**src/rtl/lpecc_pkg.sv**
```systemverilog
package lpecc_pkg;

   typedef enum logic [1:0] {
      ST_CLEAN = 2'd0,
      ST_FIXED = 2'd1,
      ST_CODE  = 2'd2,
      ST_FATAL = 2'd3
   } ecc_status_e;

endpackage

```
**src/rtl/lpecc_byte_term.sv**
```systemverilog
module lpecc_byte_term #(
   parameter int HALF_W = 12,
   parameter int BYTE_W = 8,
   localparam int BIT_W = $clog2(BYTE_W),
   localparam int IDX_W = HALF_W - BIT_W
) (
   input  logic [BYTE_W-1:0] data,
   input  logic [IDX_W-1:0]  byte_idx,
   input  logic [HALF_W-1:0] mask,
   output logic [HALF_W-1:0] term_hi,
   output logic [HALF_W-1:0] term_lo
);

   logic [HALF_W-1:0] addr_term [BYTE_W];

   for (genvar k = 0; k < BYTE_W; k++) begin : g_bit
      assign addr_term[k] = data[k] ? {byte_idx, BIT_W'(k)} : '0;
   end

   logic [HALF_W-1:0] xor_acc;
   always_comb begin
      xor_acc = '0;
      for (int k = 0; k < BYTE_W; k++) xor_acc ^= addr_term[k];
   end

   // complement of each address folded in: an odd bit count inverts the sum
   assign term_hi = xor_acc & mask;
   assign term_lo = (xor_acc ^ {HALF_W{^data}}) & mask;

endmodule

```
**src/rtl/lpecc_accum.sv**
```systemverilog
module lpecc_accum #(
   parameter int HALF_W = 12,
   parameter int BYTE_W = 8,
   localparam int BIT_W = $clog2(BYTE_W),
   localparam int IDX_W = HALF_W - BIT_W
) (
   input  logic              clk,
   input  logic              rst_n,
   input  logic              in_valid,
   input  logic              in_start,
   input  logic [BYTE_W-1:0] in_data,
   input  logic [HALF_W-1:0] mask,
   output logic [HALF_W-1:0] nxt_hi,
   output logic [HALF_W-1:0] nxt_lo
);

   logic [HALF_W-1:0] acc_hi, acc_lo;
   logic [IDX_W-1:0]  idx;
   logic [IDX_W-1:0]  base_idx;
   logic [HALF_W-1:0] term_hi, term_lo;

   assign base_idx = in_start ? '0 : idx;

   lpecc_byte_term #(.HALF_W(HALF_W), .BYTE_W(BYTE_W)) u_term (
      .data     (in_data),
      .byte_idx (base_idx),
      .mask     (mask),
      .term_hi  (term_hi),
      .term_lo  (term_lo)
   );

   assign nxt_hi = (in_start ? '0 : acc_hi) ^ term_hi;
   assign nxt_lo = (in_start ? '0 : acc_lo) ^ term_lo;

   always_ff @(posedge clk or negedge rst_n) begin
      if (!rst_n) begin
         acc_hi <= '0;
         acc_lo <= '0;
         idx    <= '0;
      end else if (in_valid) begin
         acc_hi <= nxt_hi;
         acc_lo <= nxt_lo;
         idx    <= base_idx + 1'b1;
      end
   end

endmodule

```
**src/rtl/lpecc_judge.sv**
```systemverilog
module lpecc_judge
   import lpecc_pkg::*;
#(
   parameter int HALF_W = 12,
   parameter int BYTE_W = 8,
   localparam int BIT_W = $clog2(BYTE_W),
   localparam int IDX_W = HALF_W - BIT_W,
   localparam int POP_W = $clog2(2 * HALF_W + 1)
) (
   input  logic [HALF_W-1:0] calc_hi,
   input  logic [HALF_W-1:0] calc_lo,
   input  logic [HALF_W-1:0] kept_hi,
   input  logic [HALF_W-1:0] kept_lo,
   input  logic [HALF_W-1:0] mask,
   output ecc_status_e       status,
   output logic [IDX_W-1:0]  fix_byte,
   output logic [BIT_W-1:0]  fix_bit
);

   logic [HALF_W-1:0] syn_hi, syn_lo;
   logic [POP_W-1:0]  weight;

   assign syn_hi = (calc_hi ^ kept_hi) & mask;
   assign syn_lo = (calc_lo ^ kept_lo) & mask;
   assign weight = POP_W'($countones({syn_hi, syn_lo}));

   always_comb begin
      status   = ST_FATAL;
      fix_byte = '0;
      fix_bit  = '0;
      if ({syn_hi, syn_lo} == '0) begin
         status = ST_CLEAN;
      end else if ((syn_hi ^ syn_lo) == mask) begin
         status   = ST_FIXED;
         fix_byte = syn_hi[HALF_W-1:BIT_W];
         fix_bit  = syn_hi[BIT_W-1:0];
      end else if (weight == POP_W'(1)) begin
         status = ST_CODE;
      end
   end

endmodule

```
**src/rtl/lpecc_classifier.sv**
```systemverilog
module lpecc_classifier
   import lpecc_pkg::*;
#(
   parameter int LONG_HW  = 12,
   parameter int SHORT_HW = 11,
   parameter int BYTE_W   = 8,
   localparam int BIT_W   = $clog2(BYTE_W),
   localparam int IDX_W   = LONG_HW - BIT_W
) (
   input  logic                 clk,
   input  logic                 rst_n,
   input  logic                 size_long,
   input  logic                 in_valid,
   input  logic                 in_start,
   input  logic                 in_last,
   input  logic [BYTE_W-1:0]    in_data,
   input  logic [2*LONG_HW-1:0] stored_code,
   output logic                 res_valid,
   output logic [1:0]           res_status,
   output logic [IDX_W-1:0]     res_byte,
   output logic [BIT_W-1:0]     res_bit
);

   if (BYTE_W < 2 || (1 << BIT_W) != BYTE_W) begin : g_bad_byte
      $error("BYTE_W must be a power of two");
   end
   if (SHORT_HW >= LONG_HW || SHORT_HW <= BIT_W) begin : g_bad_half
      $error("SHORT_HW must lie between BIT_W and LONG_HW");
   end

   localparam logic [LONG_HW-1:0] LONG_MASK  = {LONG_HW{1'b1}};
   localparam logic [LONG_HW-1:0] SHORT_MASK = LONG_HW'((1 << SHORT_HW) - 1);

   logic [LONG_HW-1:0] mask;
   assign mask = size_long ? LONG_MASK : SHORT_MASK;

   logic [LONG_HW-1:0] nxt_hi, nxt_lo;

   lpecc_accum #(.HALF_W(LONG_HW), .BYTE_W(BYTE_W)) u_accum (
      .clk      (clk),
      .rst_n    (rst_n),
      .in_valid (in_valid),
      .in_start (in_start),
      .in_data  (in_data),
      .mask     (mask),
      .nxt_hi   (nxt_hi),
      .nxt_lo   (nxt_lo)
   );

   ecc_status_e        j_status;
   logic [IDX_W-1:0]   j_byte;
   logic [BIT_W-1:0]   j_bit;

   lpecc_judge #(.HALF_W(LONG_HW), .BYTE_W(BYTE_W)) u_judge (
      .calc_hi  (nxt_hi),
      .calc_lo  (nxt_lo),
      .kept_hi  (stored_code[2*LONG_HW-1:LONG_HW]),
      .kept_lo  (stored_code[LONG_HW-1:0]),
      .mask     (mask),
      .status   (j_status),
      .fix_byte (j_byte),
      .fix_bit  (j_bit)
   );

   always_ff @(posedge clk or negedge rst_n) begin
      if (!rst_n) begin
         res_valid  <= 1'b0;
         res_status <= ST_CLEAN;
         res_byte   <= '0;
         res_bit    <= '0;
      end else if (in_valid && in_last) begin
         res_valid  <= 1'b1;
         res_status <= j_status;
         res_byte   <= j_byte;
         res_bit    <= j_bit;
      end else if (in_valid && in_start) begin
         res_valid  <= 1'b0;
         res_status <= ST_CLEAN;
         res_byte   <= '0;
         res_bit    <= '0;
      end
   end

endmodule

```
**config.mk**
```make
export PLATFORM = sky130hd
export DESIGN_NAME = lpecc_classifier
export DESIGN_NICKNAME = d
export VERILOG_FILES = /design/src/rtl/lpecc_pkg.sv /design/src/rtl/lpecc_byte_term.sv /design/src/rtl/lpecc_accum.sv /design/src/rtl/lpecc_judge.sv /design/src/rtl/lpecc_classifier.sv
export SDC_FILE = /design/constraint.sdc
export NUM_CORES = 1
export LEC_CHECK = 0
export ABC_AREA = 1
export BUFFER_PORTS_ARGS = -buffer_cell sky130_fd_sc_hd__buf_2
export CAP_MARGIN = 5
export CORE_ASPECT_RATIO = 0.5
export CORE_MARGIN = 4
export CORE_UTILIZATION = 55
export CTS_CLUSTER_DIAMETER = 80
export CTS_CLUSTER_SIZE = 40
export DETAILED_ROUTE_END_ITERATION = 6
export PLACE_DENSITY = 0.78
export SYNTH_ARGS = -nofsm -noshare
export SYNTH_HDL_FRONTEND = slang
export SYNTH_SLANG_ARGS = --single-unit
```
**constraint.sdc**
```tcl
create_clock -name clk -period 5.45 [get_ports clk]
set_input_delay 1.3625 -clock clk [delete_from_list [all_inputs] [get_ports clk]]
set_output_delay 1.3625 -clock clk [all_outputs]
set_load 0.03 [all_outputs]
```
==> flow_metrics.tcl <==
set metrics [dict create \
    overflow 0 \
    reg2reg_depth 24 \
    antenna_cells 0 \
    die_area_um2 10800 \
    layout.nets 937 \
    final-setup-viol-count 1 \
    regArea_um2 1200 \
    hp-start "res_valid" \
    synth_cell_types 36 \
    fin_skew_ns 0.00505 \
    setup_slack_ns -1.07 \
    area_growth_pct 26.2 \
    rsz0062_at_grt "true" \
    cts_buffers 5 \
    clockBufferDepth 2 \
    vias 5101 \
    wl_per_cell_um 14.3 \
    drv_slew 0 \
    r2r-end "res_status[0]" \
    synth_fa_ha_area_frac 0.151 \
    synth_xor_area_frac 0.0358 \
    syn_area_per_cell_um2 6.97 \
    fmax_mhz 153 \
    p_leak_nw 3.62 \
    ff2ff_setup_slack_ns -0.03 \
    cts_sinks 48 \
    clkSlewWorstSetupHoldPaths_ns 0.07 \
    port_buffers 52 \
    synth_top_family_by_area "simple AND/OR/NAND/NOR gates" \
    cts_tree "yes" \
    power_mw 3.01 \
    core_um2 8770 \
    timing.final.crit_share 1.20 \
    postRouteAntennaNets 0 \
    syn_nets 805 \
    track_usage 0.267 \
    synth-compound-area-share 0.0423 \
    hold_end "res_valid" \
    viasPerCell 5.28 \
    final_common_cell "nand2_1" \
    min_path_cells 2 \
    grt_first_pass_wirelength_um 22800 \
    grt_pass1_vias 4944 \
    cap_violations 0 \
    cts_hold_buf 0 \
    drt_pass1_iterations 5 \
    fin_cells 967 \
    die_h_um 75.4 \
    drive_gt1_frac 0.273 \
    status "finished with violations" \
    io_pins 53 \
    path_max_fanout 35 \
    syn-cell-area_um2 5000 \
    final_cell_mix "nand2_1 (225), inv_1 (113), buf_4 (91), nand3_1 (64), buf_2 (51)" \
    hp-class "reg2reg" \
    min_period_ns 6.52 \
    multi_input_area_um2 3280 \
    syn_inst 718 \
    violations "negative setup slack" \
    seq_area_frac_synth 0.240 \
    drtIter0Drc 357 \
    hpwl_um 10600 \
    power.density_nw_per_um2 476 \
    synth_mux_area_frac 0 \
    antenna_found_initial 0 \
    utilization 0.720 \
    h-tree-depth 2 \
    critPathArrivalTime_ns 6.71 \
    grt_max_degree 49 \
    die_w_um 143 \
    tightest_slew_ns 0.941 \
    wl_um 13800 \
    num_rows 24 \
    synth-simple-area-share 0.400 \
    critPathLaunchType "input pin" \
    insertion_delay_ns 0.30 \
    required_ns 5.64 \
    fin_hold_ws_ns 0.471 \
    initial_utilization 0.570 \
    timing.rr.start "u_accum.idx[5]" \
    drcViolationCount 0 \
    hold_violations 0 \
    peakVddDrop_v 0.000543 \
    worst-setup-path-type "in2reg" \
    ys_warn_count 0 \
    slew_headroom 0.370 \
    place.gp.congestion 0.908 \
    ys_ff_latch 48 \
    fillers 669 \
    dpl.cell_count 960 \
    endpoint_kind "flip-flop" \
    cts_setup_buffers 0 \
    cts_root_buffer "clkbuf_16" \
    finalSetupTns_ns -1.07 \
]
==> report_power, final <==
group / leakage (nW) / switching, mW / internal (mW)
Sequential: 0.625 / 0.0180 / 0.391
Clock: 0.0899 / 0.148 / 0.261
Combinational: 2.90 / 1.20 / 0.987
Total: 3.62 / 1.37 / 1.64
==> per-stage QoR <==
stage	setup WS, ns	cell area, µm²
6_report	-1.07	6310
5_1_grt	-1.31	6310
4_1_cts	-1.04	6300
3_5_place_dp	-1.42	6080
3_3_place_gp	-1.27	6080
2_1_floorplan	-0.927	5110
==> sequential cells by signal, indices dropped and copies added (netlist names) <==
| name | count |
|---|---|
| res_bit | 3 |
| res_byte | 9 |
| res_status | 2 |
| res_valid | 1 |
| u_accum.acc_hi | 12 |
| u_accum.acc_lo | 12 |
| u_accum.idx | 9 |
==> layout make-up <==
class	instances	area share
multi-input combinational	523	0.520
sequential	48	0.190
timing repair buffer	148	0.164
inverter	124	0.0741
tap	117	0.0232
clock buffer	5	0.0198
clock inverter	2	0.00951
==> kinds of logic (layout without fill, tap and decap cells) <==
logic type      Yosys count  in the layout
compound gates           38             38
simple gates            422            422
xor+xnor                 14             14
flops                    48             48
buf+inv                 147            279
fa+ha+maj                49             49
==> cells in the mapped netlist (all sizes together) <==
cell      n  area, µm²
xnor3     3       67.6
buf      15        159
nand3    76        428
a21o      1       7.51
nand3b    2       15.0
inv     123        462
nor3      5       25.0
clkinv    1       3.75
nor2     39        151
xnor2     1       8.76
a21oi     3       15.0
nand2   254       1020
o21ai    29        156
ha       30        375
nand4    44        343
nor4b     1       8.76
o31ai     1       7.51
and3      1       6.26
dfrtp    48       1200
xor2      9       78.8
a31oi     4       25.0
fa       19        380
clkbuf    8       30.0
xor3      1       23.8
==> how the worst max path moves through the flow <==
stage,slack (ns),startpoint,end
finish,-1.07,in_data[5],res_status[0]
global route,-1.31,in_data[0],res_status[0]
CTS,-1.04,in_data[5],res_status[0]
detailed placement,-1.42,in_data[5],res_status[0]
global placement,-1.27,in_data[5],res_status[0]
floorplan,-0.93,in_data[6],res_status[0]
==> critical path: stages <==
cell and delay [ns]:
buf_4 0.14, nand2_8 0.07, inv_2 0.03, nor2_2 0.10, nand2_2 0.09, nand3_2 0.10
buf_12 0.20, buf_6 0.14, nand4_2 0.10, nand2_1 0.12, nand2_1 0.07, nand2_1 0.10
ha_1 0.18, inv_1 0.07, fa_1 0.47, fa_1 0.58, fa_1 0.47, fa_1 0.52
inv_1 0.05, fa_1 0.49, ha_2 0.21, fa_2 0.45, nor4b_2 0.25, nand2_1 0.08
nor2_1 0.10, nand2_1 0.05, nand2_1 0.05, nand2_1 0.05
==> layer usage <==
| metal | GRT usage | share of wire | vias up |
|---|---|---|---|
| met5 | 0 | 0 | - |
| li1 | - | - | 2530 |
| met2 | 0.476 | 0.47 | 147 |
| met3 | 0.0332 | 0.059 | 20 |
| met1 | 0.348 | 0.45 | 2404 |
| met4 | 0.0864 | 0.019 | 0 |
==> what timing repair did <==
action	CTS	global route
pin swaps	4	1
gates cloned	0	0
setup endpoints to repair	1	1
resized for setup	9	6
(Power assumes the default switching activity.)
